<file path="src/rtl/tod_frac_counter.sv">
module tod_frac_counter #(
  parameter int REG_W = 32,
  parameter int ADDR_W = 3,
  parameter logic [2*REG_W-1:0] INC_SPD0 = 64'h0000_0001_9999_9999,
  parameter logic [2*REG_W-1:0] INC_SPD1 = 64'h0000_0003_3333_3333,
  parameter logic [2*REG_W-1:0] INC_SPD2 = 64'h0000_0020_0000_0000
) (
  input  logic              clk,
  input  logic              rst_n,
  input  logic              reg_wr,
  input  logic              reg_rd,
  input  logic [ADDR_W-1:0] reg_addr,
  input  logic [REG_W-1:0]  reg_wdata,
  output logic [REG_W-1:0]  reg_rdata,
  input  logic [1:0]        speed_code,
  input  logic              speed_load,
  output logic [2*REG_W-1:0] time_ns
);
  localparam int TIME_W = 2 * REG_W;
  localparam int INC_W  = 2 * REG_W;
  localparam int FRAC_W = REG_W;
  localparam logic [ADDR_W-1:0] A_TLO = ADDR_W'(0);
  localparam logic [ADDR_W-1:0] A_THI = ADDR_W'(1);
  localparam logic [ADDR_W-1:0] A_ILO = ADDR_W'(2);
  localparam logic [ADDR_W-1:0] A_IHI = ADDR_W'(3);
  localparam logic [ADDR_W-1:0] A_CTL = ADDR_W'(4);

  logic [TIME_W-1:0] time_q;
  logic [FRAC_W-1:0] frac_q;
  logic [INC_W-1:0]  inc_q;
  logic [REG_W-1:0]  pend_tlo, pend_ilo, snap_hi;
  logic              inc_armed, run_q;
  logic [INC_W-1:0]  speed_inc;

  wire wr_tlo = reg_wr && reg_addr == A_TLO;
  wire wr_thi = reg_wr && reg_addr == A_THI;
  wire wr_ilo = reg_wr && reg_addr == A_ILO;
  wire wr_ihi = reg_wr && reg_addr == A_IHI;
  wire wr_ctl = reg_wr && reg_addr == A_CTL;
  wire rd_tlo = reg_rd && reg_addr == A_TLO;
  wire rd_thi = reg_rd && reg_addr == A_THI;

  wire [REG_W-1:0]  inc_int  = inc_q[INC_W-1:FRAC_W];
  wire [FRAC_W-1:0] inc_frac = inc_q[FRAC_W-1:0];
  wire [FRAC_W:0]   frac_sum = {1'b0, frac_q} + {1'b0, inc_frac};
  wire [TIME_W-1:0] time_next = time_q + TIME_W'(inc_int) + TIME_W'(frac_sum[FRAC_W]);

  assign time_ns = time_q;

  always_comb begin
    case (speed_code)
      2'd0:    speed_inc = INC_SPD0;
      2'd1:    speed_inc = INC_SPD1;
      2'd2:    speed_inc = INC_SPD2;
      default: speed_inc = '0;
    endcase
  end

  always_ff @(posedge clk or negedge rst_n) begin
    if (!rst_n) begin
      time_q <= '0;
      frac_q <= '0;
    end else if (wr_thi) begin
      time_q <= {reg_wdata, pend_tlo};
      frac_q <= '0;
    end else if (run_q) begin
      time_q <= time_next;
      frac_q <= frac_sum[FRAC_W-1:0];
    end
  end

  always_ff @(posedge clk or negedge rst_n) begin
    if (!rst_n) begin
      pend_tlo  <= '0;
      pend_ilo  <= '0;
      inc_armed <= 1'b0;
      inc_q     <= INC_SPD0;
      run_q     <= 1'b0;
    end else begin
      if (wr_tlo) pend_tlo <= reg_wdata;
      if (wr_ctl) run_q <= reg_wdata[0];
      if (wr_ilo) begin
        pend_ilo  <= reg_wdata;
        inc_armed <= 1'b1;
      end else if (wr_ihi) begin
        inc_armed <= 1'b0;
      end
      if (wr_ihi && inc_armed) inc_q <= {reg_wdata, pend_ilo};
      else if (speed_load)     inc_q <= speed_inc;
    end
  end

  always_ff @(posedge clk or negedge rst_n) begin
    if (!rst_n) begin
      reg_rdata <= '0;
      snap_hi   <= '0;
    end else if (reg_rd) begin
      case (reg_addr)
        A_TLO: begin
          reg_rdata <= time_q[REG_W-1:0];
          snap_hi   <= time_q[TIME_W-1:REG_W];
        end
        A_THI:   reg_rdata <= snap_hi;
        A_ILO:   reg_rdata <= inc_frac;
        A_IHI:   reg_rdata <= inc_int;
        A_CTL:   reg_rdata <= REG_W'(run_q);
        default: reg_rdata <= '0;
      endcase
    end
  end


  time_load_chk: assert property (@(posedge clk) disable iff (!rst_n)
    wr_thi |=> time_q == {$past(reg_wdata), $past(pend_tlo)});


  snap_hold_chk: assert property (@(posedge clk) disable iff (!rst_n)
    (rd_thi && $past(rd_tlo)) |=> reg_rdata == $past(time_q[TIME_W-1:REG_W], 2));


  halt_chk: assert property (@(posedge clk) disable iff (!rst_n)
    (!run_q && !wr_thi) |=> $stable(time_q));


  zero_inc_chk: assert property (@(posedge clk) disable iff (!rst_n)
    (inc_q == '0 && !wr_thi) |=> $stable(time_q));


  inc_hold_chk: assert property (@(posedge clk) disable iff (!rst_n)
    (!wr_ihi && !speed_load) |=> $stable(inc_q));


  step_lo_chk: assert property (@(posedge clk) disable iff (!rst_n)
    (run_q && !wr_thi) |=> (time_q - $past(time_q)) >= TIME_W'($past(inc_int)));


  step_hi_chk: assert property (@(posedge clk) disable iff (!rst_n)
    (run_q && !wr_thi) |=> (time_q - $past(time_q)) <= TIME_W'($past(inc_int)) + TIME_W'(1));
endmodule

</file>
<file path="config.mk">
export PLATFORM = sky130hd
export DESIGN_NAME = tod_frac_counter
export DESIGN_NICKNAME = d
export VERILOG_FILES = /design/src/rtl/tod_frac_counter.sv
export SDC_FILE = /design/constraint.sdc
export NUM_CORES = 1
export LEC_CHECK = 0
export ABC_AREA = 1
export ABC_CLOCK_PERIOD_IN_PS = 3600
export CORE_ASPECT_RATIO = 0.7
export CORE_MARGIN = 5
export CORE_UTILIZATION = 50
export CTS_CLUSTER_DIAMETER = 100
export DETAILED_ROUTE_END_ITERATION = 6
export DONT_BUFFER_PORTS = 1
export GPL_TIMING_DRIVEN = 1
export HOLD_SLACK_MARGIN = 0.15
export PLACE_DENSITY = 0.68
export SLEW_MARGIN = 25
export SYNTH_ARGS = -nofsm -noshare
export SYNTH_HDL_FRONTEND = slang
export SYNTH_SLANG_ARGS = --single-unit
</file>
<file path="constraint.sdc">
create_clock -name clk -period 3.6 [get_ports clk]
set_clock_uncertainty 0.1 [all_clocks]
set_input_delay 0.18 -clock clk [delete_from_list [all_inputs] [get_ports clk]]
set_output_delay 0.18 -clock clk [all_outputs]
set_load 0.01 [all_outputs]
</file>
==> flow_summary.yaml <==
layout:
  num_antenna_cells: 0
  drive_above_1_share_pct: 15.9
  final_common_cell: "nand2_1"
  syn_to_final_growth_pct: 20.9
  finalNetCount: 2759
  num-fill-cells: 3099
  fin_area_um2: 21500
  final_cell_mix: "828 x nand2_1, 312 x inv_1, 273 x dfrtp_1"
  final_cells: 3147
synthesis:
  synth_seq_cells: 290
  avgSynthCellArea_um2: 7.15
  ys_warn_count: 0
  ys.flop_type: "dfrtp_1"
  synth_cell_types: 48
  netlist_instances: 2483
  synth.yosys.seq_area_share_pct: 41.0
  synth-edff-count: 0
  ys_async_sr_fraction_pct: 100
  synthesis.area_um2: 17800
  synth_nets: 2591
floorplan:
  coreArea_um2: 34900
  die-area_um2: 39400
  die_y_um: 168
  start_util_pct: 50.9
  rows: 57
  fp.dieW_um: 235
  boundaryPins: 138
sta:
  rsz0062_at_grt: "yes"
  tightestPinTransition_ns: 1.03
  setup_viol: 14
  final_max_slew_viol_count: 0
  hold_violations: 290
  max_slew_margin_pct: 31.2
  fin_ws_ns: -0.0439
  fin_hold_ws_ns: -0.804
  finalCriticalPeriod_ns: 3.64
  fmax_mhz: 274
  period_share_pct: 101
  fin_setup_tns_ns: -0.380
status:
  status: "finished, violations left"
  violations: "hold timing, setup timing"
critical_path:
  worst_path_max_delay_cell: "dfstp_2"
  startpoint_type: "flop"
  crit_family: "simple AND/OR/NAND/NOR gates"
  slowest_delay_ns: 0.55
  path_common_cell: "nand2_4"
  cp_num_buf_inv: 1
  required_ns: 3.96
  path_depth: 25
  path_max_fanout: 4
  worstSetupPathType: "reg -> reg"
  crit_path_end_kind: "flop"
  worstPathArrival_ns: 4.01
  reg2regPathDepth: 25
clock_network:
  cts_root_buf: "clkbuf_16"
  cts_buffer_depth: 3
  cts.sinks: 290
  htreeDepth: 1
  cts.clk_slew.worst_paths_ns: 0.07
  insertion_delay_ns: 0.58
  cts_inserted_buffers: 30
  cts_tree: "yes"
grt:
  grt_max_degree: 291
  grt_pass1_wl_um: 105000
  antenna_found_initial: 0
  grt_pass1_vias: 16800
  gr-total-overflow: 0
  grt_use_total_pct: 34.5
place:
  place_inst: 3026
  port_buffers: 0
  place.detailed.hpwl_um: 52900
  gp_congestion: 1.01
  dpl_cell_area_um2: 19100
power_and_ir_drop:
  p_leak_nw: 11.2
  power_density_nw_per_um2: 610
  peakVddDrop_v: 0.000613
  p_total_mw: 13.1
detailed_routing:
  drt_wl_total_um: 70400
  vias: 18000
  drt-pass1-iter-count: 6
  drt-initial-drc-count: 2334
  drc: 0
  routed_via_density: 5.73
  drtAntennaViolNets: 0
  wl_per_cell_um: 22.4
flow_run:
  drv_cap: 0
hold_path:
  worstHoldPathType: "in -> async"
==> what timing repair did <==
item                                    CTS  global route
hold endpoints to repair                515           299
endpoints found under the setup margin   57            59
hold buffers                             48             1
setup buffers                             6            10
pin swaps                                19            41
gates resized for setup                  75           110
==> registers in the layout, summed over array words and instances, names as in the netlist <==
register	cells
reg_rdata	32
inc_q	64
pend_tlo	32
time_ns	64
pend_ilo	32
frac_q	32
inc_armed	1
snap_hi	32
run_q	1
==> worst paths after layout <==
path	from	endpoint	slack (ns)
max in group asynchronous	rst_n	snap_hi[21]	3.56
min in group clk	reg_addr[0]	reg_rdata[31]	0.19
worst min-delay path	rst_n	frac_q[3]	-0.80
worst min register to register	pend_ilo[27]	pend_ilo[27]	0.39
worst max register to register	inc_q[0]	time_ns[52]	-0.04
worst max-delay path	inc_q[0]	time_ns[52]	-0.04
==> where the power goes <==
part / leakage, nW / switching (mW) / internal (mW)
Combinational: 6.94 / 2.66 / 1.73
Clock: 0.509 / 1.45 / 1.94
Sequential: 3.73 / 1.22 / 4.11
Total: 11.2 / 5.33 / 7.77
==> through the flow <==
step,hold slack [ns],worst slack (ns),utilization [%]
floorplan,-0.216,0.0317,-
global placement,-0.208,-0.415,54.8
detailed placement,-0.209,-0.519,54.8
CTS,-0.823,-0.149,60.1
global route,-0.823,-0.230,61.6
finish,-0.804,-0.0439,61.6
==> final cells by class <==
| cell class | instances | area [um^2] | area share, % |
|---|---|---|---|
| clock buffer | 38 | 832 | 3.87 |
| clock inverter | 18 | 221 | 1.03 |
| inverter | 322 | 1220 | 5.66 |
| multi-input combinational | 1801 | 9590 | 44.7 |
| sequential | 290 | 7280 | 33.9 |
| tap | 472 | 591 | 2.75 |
| timing repair buffer | 206 | 1750 | 8.13 |
==> synth_stat cells (all sizes together), types with 27 or more instances <==
cell type	n	area share (%)
nand2	914	20
inv	321	6.8
dfrtp	273	38
o21ai	187	5.3
nand3	161	4.5
nor2	158	3.7
a21oi	79	2.2
ha	63	4.4
clkbuf	36	0.76
buf	34	1.1
nor3	32	1.1
o22ai	32	1.1
mux2	31	2.0
nand4	27	0.95
==> cells by family after synthesis <==
kind of cell	share of synthesized area, %
multiplexers	1.97
AND/OR/NAND/NOR	30.8
XOR/XNOR	0.543
flip-flops	41.0
AO/OA/AOI/OAI	12.2
adder cells (fa/ha/maj)	4.78
buffers and inverters	8.67
==> layer usage <==
metal / up-vias / global-route usage, % / wire [um]
met5: - / 0 / 0
met4: 0 / 9.51 / 2270
met3: 127 / 9.22 / 7830
met2: 923 / 48.5 / 28500
met1: 8614 / 52.4 / 31700
li1: 8353 / - / -
Power figures use the tool's default switching activity.
